File: src/rtl/xo_seq_pkg.sv
package xo_seq_pkg;

    typedef enum logic [2:0] {
        PH_IDLE    = 3'd0,
        PH_STARTUP = 3'd1,
        PH_STEADY  = 3'd2,
        PH_PEAK    = 3'd3,
        PH_SHUNT   = 3'd4,
        PH_READY   = 3'd5
    } xo_phase_e;

    typedef enum logic [2:0] {
        CMD_HOLD,
        CMD_CLEAR,
        CMD_START,
        CMD_STEADY,
        CMD_BIAS_UP,
        CMD_SHUNT_DN,
        CMD_SHUNT_UP
    } xo_cmd_e;

    // phase that follows the steady wait
    function automatic xo_phase_e after_steady(input logic peak_on, input logic ext);
        return (peak_on && !ext) ? PH_PEAK : PH_READY;
    endfunction

    // phase that follows peak detection
    function automatic xo_phase_e after_peak(input logic shunt_on);
        return shunt_on ? PH_SHUNT : PH_READY;
    endfunction

endpackage

File: src/rtl/xo_phase_timer.sv
module xo_phase_timer #(
    parameter int TMO_W = 4,
    localparam int CNT_W = (1 << TMO_W) + 1
) (
    input  logic             clk,
    input  logic             rst,
    input  logic             restart,
    input  logic             tick,
    input  logic [TMO_W-1:0] code,
    output logic             expire
);
    logic [CNT_W-1:0] cnt;
    logic [CNT_W-1:0] last;

    // code n spans 2^(n+1) ticks, so the last count value is 2^(n+1)-1
    assign last   = (CNT_W'(1) << (code + 1)) - CNT_W'(1);
    assign expire = tick && (cnt == last);

    always_ff @(posedge clk) begin
        if (rst || restart) cnt <= '0;
        else if (tick)      cnt <= cnt + 1'b1;
    end

    AST_TMO_RESTART: assert property (@(posedge clk) disable iff (rst)
        expire |=> (cnt == '0));

    AST_TMO_NO_TICK: assert property (@(posedge clk) disable iff (rst)
        (!tick && !restart) |=> $stable(cnt));

endmodule

File: src/rtl/xo_amp_cmp.sv
module xo_amp_cmp #(
    parameter int AMP_W = 8
) (
    input  logic [AMP_W-1:0] level,
    input  logic [AMP_W-1:0] thresh,
    output logic             at_or_above
);
    assign at_or_above = (level >= thresh);
endmodule

File: src/rtl/xo_trim_path.sv
module xo_trim_path
    import xo_seq_pkg::*;
#(
    parameter int TUNE_W  = 8,
    parameter int BIAS_W  = 6,
    parameter int SHUNT_W = 4
) (
    input  logic               clk,
    input  logic               rst,
    input  xo_cmd_e            cmd,
    input  logic               ext,
    input  logic [TUNE_W-1:0]  start_tune,
    input  logic [BIAS_W-1:0]  start_bias,
    input  logic [TUNE_W-1:0]  steady_tune,
    input  logic [BIAS_W-1:0]  steady_bias,
    input  logic [SHUNT_W-1:0] shunt_init,
    output logic [TUNE_W-1:0]  tune,
    output logic [BIAS_W-1:0]  bias,
    output logic [SHUNT_W-1:0] shunt
);
    localparam logic [BIAS_W-1:0]  BIAS_MAX  = {BIAS_W{1'b1}};
    localparam logic [SHUNT_W-1:0] SHUNT_MAX = {SHUNT_W{1'b1}};

    always_ff @(posedge clk) begin
        if (rst) begin
            tune  <= '0;
            bias  <= '0;
            shunt <= '0;
        end else begin
            unique case (cmd)
                CMD_CLEAR: begin
                    tune  <= '0;
                    bias  <= '0;
                    shunt <= '0;
                end
                CMD_START: begin
                    tune  <= ext ? '0 : start_tune;
                    bias  <= ext ? '0 : start_bias;
                    shunt <= shunt_init;
                end
                CMD_STEADY: begin
                    tune <= ext ? '0 : steady_tune;
                    bias <= ext ? '0 : steady_bias;
                end
                CMD_BIAS_UP: begin
                    if (bias != BIAS_MAX) bias <= bias + 1'b1;
                end
                CMD_SHUNT_DN: begin
                    if (shunt != '0) shunt <= shunt - 1'b1;
                end
                CMD_SHUNT_UP: begin
                    if (shunt != SHUNT_MAX) shunt <= shunt + 1'b1;
                end
                default: ;
            endcase
        end
    end

    AST_EXT_ZERO_CODES: assert property (@(posedge clk) disable iff (rst)
        ((cmd == CMD_START || cmd == CMD_STEADY) && ext) |=> (tune == '0 && bias == '0));

    AST_BIAS_CEIL: assert property (@(posedge clk) disable iff (rst)
        (bias == BIAS_MAX && cmd != CMD_CLEAR && cmd != CMD_START && cmd != CMD_STEADY)
        |=> (bias == BIAS_MAX));

endmodule

File: src/rtl/xo_bringup_seq.sv
module xo_bringup_seq
    import xo_seq_pkg::*;
#(
    parameter int TUNE_W  = 8,
    parameter int BIAS_W  = 6,
    parameter int SHUNT_W = 4,
    parameter int TMO_W   = 4,
    parameter int AMP_W   = 8
) (
    input  logic               clk,
    input  logic               rst,
    input  logic               en,
    input  logic               ext_mode,
    input  logic               tick,
    input  logic [TUNE_W-1:0]  start_tune,
    input  logic [BIAS_W-1:0]  start_bias,
    input  logic [TUNE_W-1:0]  steady_tune,
    input  logic [BIAS_W-1:0]  steady_bias,
    input  logic [SHUNT_W-1:0] shunt_init,
    input  logic [TMO_W-1:0]   tmo_startup,
    input  logic [TMO_W-1:0]   tmo_steady,
    input  logic [TMO_W-1:0]   tmo_peak,
    input  logic [TMO_W-1:0]   tmo_shunt,
    input  logic               peak_en,
    input  logic               shunt_en,
    input  logic [AMP_W-1:0]   amp_level,
    input  logic [AMP_W-1:0]   amp_thresh,
    output logic [TUNE_W-1:0]  tune_o,
    output logic [BIAS_W-1:0]  bias_o,
    output logic [SHUNT_W-1:0] shunt_o,
    output logic [2:0]         phase_o,
    output logic               ready_o
);
    localparam logic [BIAS_W-1:0] BIAS_TOP = {BIAS_W{1'b1}};

    xo_phase_e        st, nxt;
    xo_cmd_e          cmd;
    logic             amp_ok;
    logic             tmo_exp;
    logic             restart;
    logic [TMO_W-1:0] tsel;

    xo_amp_cmp #(.AMP_W(AMP_W)) u_cmp (
        .level       (amp_level),
        .thresh      (amp_thresh),
        .at_or_above (amp_ok)
    );

    // timeout code for the phase in progress; external mode uses the minimum
    always_comb begin
        unique case (st)
            PH_STARTUP: tsel = tmo_startup;
            PH_STEADY:  tsel = tmo_steady;
            PH_PEAK:    tsel = tmo_peak;
            PH_SHUNT:   tsel = tmo_shunt;
            default:    tsel = '0;
        endcase
        if (ext_mode) tsel = '0;
    end

    xo_phase_timer #(.TMO_W(TMO_W)) u_tmr (
        .clk     (clk),
        .rst     (rst),
        .restart (restart),
        .tick    (tick),
        .code    (tsel),
        .expire  (tmo_exp)
    );

    always_comb begin
        nxt = st;
        cmd = CMD_HOLD;
        if (!en) begin
            nxt = PH_IDLE;
            cmd = CMD_CLEAR;
        end else begin
            unique case (st)
                PH_IDLE: begin
                    nxt = PH_STARTUP;
                    cmd = CMD_START;
                end
                PH_STARTUP: begin
                    if (tmo_exp) begin
                        nxt = PH_STEADY;
                        cmd = CMD_STEADY;
                    end
                end
                PH_STEADY: begin
                    if (tmo_exp) nxt = after_steady(peak_en, ext_mode);
                end
                PH_PEAK: begin
                    if (tick) begin
                        if (amp_ok || tmo_exp) nxt = after_peak(shunt_en);
                        else                   cmd = CMD_BIAS_UP;
                    end
                end
                PH_SHUNT: begin
                    if (tick) begin
                        if (!amp_ok) begin
                            nxt = PH_READY;
                            cmd = CMD_SHUNT_UP;
                        end else if (shunt_o == '0 || tmo_exp) begin
                            nxt = PH_READY;
                        end else begin
                            cmd = CMD_SHUNT_DN;
                        end
                    end
                end
                default: ;
            endcase
        end
    end

    assign restart = (nxt != st) || (st == PH_IDLE) || (st == PH_READY);

    always_ff @(posedge clk) begin
        if (rst) st <= PH_IDLE;
        else     st <= nxt;
    end

    xo_trim_path #(
        .TUNE_W  (TUNE_W),
        .BIAS_W  (BIAS_W),
        .SHUNT_W (SHUNT_W)
    ) u_trim (
        .clk         (clk),
        .rst         (rst),
        .cmd         (cmd),
        .ext         (ext_mode),
        .start_tune  (start_tune),
        .start_bias  (start_bias),
        .steady_tune (steady_tune),
        .steady_bias (steady_bias),
        .shunt_init  (shunt_init),
        .tune        (tune_o),
        .bias        (bias_o),
        .shunt       (shunt_o)
    );

    assign phase_o = st;
    assign ready_o = (st == PH_READY);

    AST_IDLE_ON_DROP: assert property (@(posedge clk) disable iff (rst)
        !en |=> (phase_o == 3'd0 && !ready_o && tune_o == '0 && bias_o == '0));

    AST_START_LOAD: assert property (@(posedge clk) disable iff (rst)
        (st == PH_IDLE && en && !ext_mode)
        |=> (phase_o == 3'd1 && tune_o == $past(start_tune) && bias_o == $past(start_bias)));

    AST_EXT_SKIP: assert property (@(posedge clk) disable iff (rst)
        (st == PH_STEADY && en && ext_mode && tmo_exp) |=> (phase_o == 3'd5));

    AST_SHUNT_ORDER: assert property (@(posedge clk) disable iff (rst)
        (st == PH_SHUNT) |-> ($past(st) == PH_PEAK || $past(st) == PH_SHUNT));

    AST_BIAS_STEP: assert property (@(posedge clk) disable iff (rst)
        (st == PH_PEAK && en && tick && !amp_ok && !tmo_exp)
        |=> (bias_o == $past(bias_o) + 1'b1 || $past(bias_o) == BIAS_TOP));

    AST_SHUNT_FLOOR: assert property (@(posedge clk) disable iff (rst)
        (st == PH_SHUNT && en && shunt_o == '0) |=> (shunt_o <= SHUNT_W'(1)));

    AST_READY_FLAG: assert property (@(posedge clk) disable iff (rst)
        ready_o |-> (phase_o == 3'd5));

endmodule

File: config.mk
export PLATFORM = sky130hd
export DESIGN_NAME = xo_bringup_seq
export DESIGN_NICKNAME = d
export VERILOG_FILES = /design/src/rtl/xo_seq_pkg.sv /design/src/rtl/xo_phase_timer.sv /design/src/rtl/xo_amp_cmp.sv /design/src/rtl/xo_trim_path.sv /design/src/rtl/xo_bringup_seq.sv
export SDC_FILE = /design/constraint.sdc
export NUM_CORES = 1
export LEC_CHECK = 0
export ABC_AREA = 1
export CORE_UTILIZATION = 50
export CTS_CLUSTER_DIAMETER = 100
export DETAILED_ROUTE_END_ITERATION = 6
export PLACE_DENSITY_LB_ADDON = 0.2
export SLEW_MARGIN = 0
export SYNTH_ARGS = -nofsm -noshare
export SYNTH_HDL_FRONTEND = slang
export SYNTH_SLANG_ARGS = --single-unit
File: constraint.sdc
create_clock -name clk -period 8.6 [get_ports clk]
set_input_delay 0.86 -clock clk [delete_from_list [all_inputs] [get_ports clk]]
set_output_delay 0.86 -clock clk [all_outputs]
set_load 0.02 [all_outputs]
==> flow_summary.ini, run 1 <==
[worst_setup_path]
crit_path_max_incr_delay_ps = 730
path_class = input pin to flop
reg2reg_slack_ps = 3660
cp-start-kind = input pin
crit_top_cell = nand2_1
timing.critical_path.fanout_max = 24
worstPathArrival_ps = 5830
cp-end-kind = flop
cp.required_ps = 8840
crit-reg2reg-launch = phase_o[1]
slowest_cell_on_the_critical_path = clkdlybuf4s50_1
reg2regPathDepth = 26
regToRegEndpoint = u_trim.shunt[3]

[synthesis]
synth.area.top_cells = dfxtp_1 20%, nand2_1 13%, nand3_1 8.3%, nor2_4 7.3%, inv_1 6.7%
postSynthCellCount = 582
synth.yosys.seq_area_share = 0.196
ys_types = 51
synth.avg_cell_area_um2 = 6.67
netlist.top_cell.by_area = dfxtp_1
yosysWarnings = 0
synthesis.nets = 667
synthesis.area_um2 = 3880
synth-seq-cells = 38
synthDominantCellAreaShare = 0.196

[sta]
hold_viol = 0
post-route-worst-setup-slack_ps = 3000
finalSetupTns_ps = 0
timing.slew.headroom = 0.419
rsz0062_at_grt = false
final.setup_skew_ps = 9.92
max_freq_mhz = 179
timing.final.crit_period_ps = 5600
finalMaxSlewViolations = 0
finalCritPeriodShare = 0.651
setup_viol = 0
tightest_slew_ps = 869

[layout]
finalInstanceArea_um2 = 4970
layout_common_cells = 139 x nand2_1, 92 x clkdlybuf4s50_1, 69 x inv_1
layout.nets = 753
final_common_cell = nand2_1
n_fill_cell = 678
area_growth_syn_to_layout_pct = 28.0
antenna_cells = 0
drive_gt1_frac = 0.133
finish.utilization = 0.674
multi_input_comb_area_um2 = 2740
regArea_um2 = 761

[clock_tree]
post_cts_resize_count = 0
tritoncts = done
hold_bufs_at_cts = 0
numCtsBuffers = 5
clk_latency_ps = 300
cts_root_buffer = clkbuf_8
cts-htree-levels = 2
cts-root-to-sink-buffers = 2
cts_post_setup_buffers_inserted = 0
clk_pin_slew_worst_paths_ps = 90
clock_sinks = 38

[power]
power_per_cell_area_nw_per_um2 = 104
p_leak_nw = 2.09
design_power_total_uw = 516
max-vdd-ir-drop_v = 0.000108

[floorplan]
dieWidth_um = 90.1
y_dimension_of_the_die_um = 90.1
floorplan.io_pins = 93
core_area_um2 = 7370
row_count = 31
start_util = 0.527
design.die.area_um2 = 8120

[worst_hold_path]
sink_of_the_worst_hold_path = u_trim.tune[1]
hold_path_class = flop to flop
hp-start = u_trim.tune[1]
timing.hold.worst_path_depth = 2

[grt]
grt_use_met2 = 0.475
via_count_of_the_first_global_routing_pass = 3997
grt_start_max_net_pins = 25
global_route.usage.met3 = 0.0355
wire_length_of_the_first_global_routing_pass_um = 18100
grt.busiest_layer = met2
grt_antenna_before_repair = 0
overflow = 0
grt_util_met1 = 0.346
gr-usage-all-layers = 0.269

[routing]
routedWlPerCell_um = 13.8
antenna_violating_nets_post_route = 0
via_count_normalized_by_instance_count = 5.37
post-route-drc-count = 0
detailedRoute.firstIterationViolations = 239
drt_wl_total_um = 10600
num_vias = 4127
firstDrtPassIters = 6

[placement]
quantity_of_i_o_buffers_inserted_on_ports = 92
gpl.final_weighted_congestion = 0.911
pre_cts_ws_ps = 2810
dp_hpwl_um = 8420
detailed_place.area_um2 = 4830

[run]
max_cap_violations = 0

[status]
status = finished clean
## kinds of logic (layout without fill, tap and decap cells)
| group | after synthesis | after routing | synth area share |
|---|---|---|---|
| AND/OR/NAND/NOR | 360 | 360 | 0.514 |
| buffers and inverters | 90 | 177 | 0.0990 |
| AO/OA/AOI/OAI | 53 | 53 | 0.0841 |
| flip-flops | 38 | 38 | 0.196 |
| XOR/XNOR | 25 | 25 | 0.0564 |
| adder cells (fa/ha/maj) | 14 | 14 | 0.0471 |
| other | 1 | 1 | 0.000966 |
| multiplexers | 1 | 1 | 0.00258 |
## metrics by stage
step	std cells	hold slack, ps
4_1_cts	768	490
5_1_grt	768	513
3_5_place_dp	760	474
3_3_place_gp	760	465
6_report	768	488
2_1_floorplan	582	494
## cell usage after synthesis, drive strengths merged
master and instances:
nand2 162, nand4 27, dfxtp 38, and2 1
fa 1, clkbuf 6, nor2 75, conb 1
nor3b 1, xnor2 7, o2bb2ai 1, nand3 71
o2111ai 1, ha 13, nand3b 8, nor4 1
and3 2, o21a 1, o31ai 1, a21oi 18
o21ai 14, inv 77, nor3 11, mux2i 1
o211ai 4, buf 7, o21bai 3, a31oi 10
or2 1, xor2 18
## layer usage
metal	routed length (µm)	up-vias
li1	-	2075
met3	438	20
met2	5200	121
met5	0	-
met4	174	0
met1	4790	1911
## power by group
group / internal (mW) / leakage [nW] / switching [mW]
clock: 0.116 / 0.0683 / 0.0748
sequential: 0.181 / 0.309 / 0.00579
combinational: 0.0646 / 1.71 / 0.0738
total: 0.362 / 2.09 / 0.154
## critical path, delay by kind of cell
kind	cells	cell delay [ps]
adder cells (fa/ha/maj)	2	620
AND/OR/NAND/NOR	18	2380
buffers and inverters	4	1640
AO/OA/AOI/OAI	2	310
## flip-flops by register name, indices dropped and copies added (netlist names)
name,cells
u_tmr.cnt,17
phase_o,3
u_trim.shunt,4
u_trim.tune,8
u_trim.bias,6
## worst max path at each step
stage               startpoint         endpoint  slack, ps  cells after the start
global route          ext_mode  u_trim.shunt[3]       2610                     26
CTS                   ext_mode  u_trim.shunt[3]       3090                     26
detailed placement    ext_mode  u_trim.shunt[3]       2810                     26
finish                ext_mode  u_trim.shunt[3]       3000                     26
floorplan             ext_mode  u_trim.shunt[3]       4360                     25
global placement      ext_mode  u_trim.shunt[3]       3080                     26
## layout make-up
type / count / share of cell area
multi-input combinational: 454 / 0.551
timing repair buffer: 92 / 0.185
inverter: 77 / 0.0582
clock buffer: 5 / 0.0139
tap: 99 / 0.0249
clock inverter: 3 / 0.0139
sequential: 38 / 0.153
(Power assumes the default switching activity.)
==> run 2: changes to the inputs <==
Settings changed: CORE_UTILIZATION 50 to 46.
Clock period 8.6 ns to 4.5 ns, I/O delays scaled along.
==> flow_summary.ini, run 2 (synthesis gave the netlist of run 1 again) <==
[status]
status = finished clean

[worst_setup_path]
cp-end-kind = flop
cp-start-kind = flop
crit-reg2reg-launch = phase_o[0]
launching_element_of_the_worst_setup_path = phase_o[0]
path_class = flop to flop
reg2reg_slack_ps = 470
regToRegEndpoint = u_trim.shunt[2]
timing.critical_path.fanout_max = 10
reg2regPathDepth = 27
worstPathArrival_ps = 4230
worstSetupEndpoint = u_trim.shunt[2]
cp.required_ps = 4690

[sta]
tightest_slew_ps = 784
final.setup_skew_ps = 4.40
finalCritPeriodShare = 0.896
timing.final.crit_period_ps = 4030
timing.slew.headroom = 0.476
max_freq_mhz = 248
finalMaxSlewViolations = 0
setup_viol = 0
finalHoldWorstSlack_ps = 478
hold_viol = 0

[floorplan]
row_count = 33
y_dimension_of_the_die_um = 93.9
design.die.area_um2 = 8810
start_util = 0.475
floorplan.io_pins = 93
dieWidth_um = 93.9
core_area_um2 = 8180

[layout]
finalInstanceArea_um2 = 5040
register_containing_the_most_flip_flops_in_the_final_layout = u_tmr.cnt
layout.nets = 763
largest_reg_flops = 17
final_common_cell = nand2_1
drive_gt1_frac = 0.153
area_growth_syn_to_layout_pct = 29.9
layout_common_cells = 139 x nand2_1, 91 x clkdlybuf4s50_1, 69 x inv_1
antenna_cells = 0
biggestRegsByFlops = u_tmr.cnt: 17 flops, u_trim.tune: 8 flops, u_trim.bias: 6 flops

[placement]
dp_hpwl_um = 8200
quantity_of_i_o_buffers_inserted_on_ports = 92
gpl.final_weighted_congestion = 0.890
detailed_place.area_um2 = 4910

[clock_tree]
cts-root-to-sink-buffers = 2
cts-htree-levels = 2
clk_latency_ps = 300
clk_pin_slew_worst_paths_ps = 80
tritoncts = done
hold_bufs_at_cts = 0
clock_sinks = 38
numCtsBuffers = 5
cts_root_buffer = clkbuf_8

[grt]
grt_start_max_net_pins = 21
via_count_of_the_first_global_routing_pass = 3813
grt_antenna_before_repair = 0
gr-usage-all-layers = 0.241
wire_length_of_the_first_global_routing_pass_um = 17000
overflow = 0

[routing]
num_vias = 4047
antenna_violating_nets_post_route = 0
routedWlPerCell_um = 13.0
firstDrtPassIters = 5
detailedRoute.firstIterationViolations = 191
via_count_normalized_by_instance_count = 5.16
drt_wl_total_um = 10200
post-route-drc-count = 0

[power]
max-vdd-ir-drop_v = 0.000122
power_per_cell_area_nw_per_um2 = 175
p_leak_nw = 2.13

[run]
max_cap_violations = 0

[worst_hold_path]
hold_path_class = flop to flop
run 2: changes by cell type in the layout (fill, tap and decap cells not counted), sizes merged:
| cell | change |
|---|---|
| clkbuf | +1 |
| buf | +10 |
| clkinvlp | +1 |
| dlymetal6s2s | +1 |
| bufinv | -2 |
| clkdlybuf4s50 | -1 |
run 2: final cells by class:
type,count,area [µm²]
clock buffer,6,82.6
inverter,77,289
tap,105,131
clock inverter,2,12.5
multi-input combinational,454,2760
timing repair buffer,102,998
sequential,38,768
fill,736,3130
run 2: power breakdown:
part	switching, mW	total (mW)	internal, mW
clock network	0.132	0.255	0.123
logic	0.140	0.270	0.129
registers	0.0116	0.357	0.345
run 2: how the worst min path moves through the flow:
stage / from / endpoint / slack [ps] / cells after the start
floorplan: u_tmr.cnt[14] / u_tmr.cnt[14] / 490 / 2
global placement: u_trim.tune[2] / u_trim.tune[2] / 460 / 2
detailed placement: u_trim.tune[6] / u_trim.tune[6] / 470 / 2
CTS: u_trim.tune[6] / u_trim.tune[6] / 480 / 2
global route: u_trim.tune[2] / u_trim.tune[2] / 510 / 2
finish: u_trim.tune[6] / u_trim.tune[6] / 480 / 2
run 2: repair_timing:
| action | in CTS | in global routing |
|---|---|---|
| gates resized for setup | 0 | 8 |
| setup buffers | 0 | 1 |
| endpoints found under the setup margin | 0 | 30 |
run 2: routing by layer:
layer  vias to the layer above  part of all wire  global-route usage  wire length [µm]
li1                       2101                 -                   -                 -
met4                         0             0.010              0.0603               104
met5                         -                 0                   0                 0
met1                      1826              0.49               0.323              5000
met2                       111              0.45               0.406              4590
met3                         9             0.047              0.0307               476
run 2: metrics by stage:
stage / worst slack, ps / util / power, mW / setup TNS [ps] / instances
2_1_floorplan: 466 / - / 0.517 / 0 / 582
3_3_place_gp: 17.6 / 0.600 / 0.626 / 0 / 775
3_5_place_dp: -11.7 / 0.600 / 0.629 / -11.7 / 775
4_1_cts: 86.7 / 0.612 / 0.885 / 0 / 783
5_1_grt: -5.85 / 0.617 / 0.929 / -5.85 / 784
6_report: 468 / 0.617 / 0.881 / 0 / 784
run 2: critical path: stages, from the launching register on:
cell and delay [ps]:
dfxtp_4 430, nand2_1 110, nor2_4 170, nand2_1 90, nand2_2 100, nor2_4 60
nor2_8 150, nor2_1 70, nand3_1 80, ha_1 210, inv_1 100, nor2_4 180
nand2_2 110, nor2_1 100, nand2_1 50, nand2_1 70, nand3_1 110, nor2_4 210
nand3_4 150, nand4_2 150, nand2_1 100, nor2_4 100, nand3_2 150, fa_1 470
xnor2_2 190, o2bb2ai_1 90, nor2_1 80, nor2_1 40
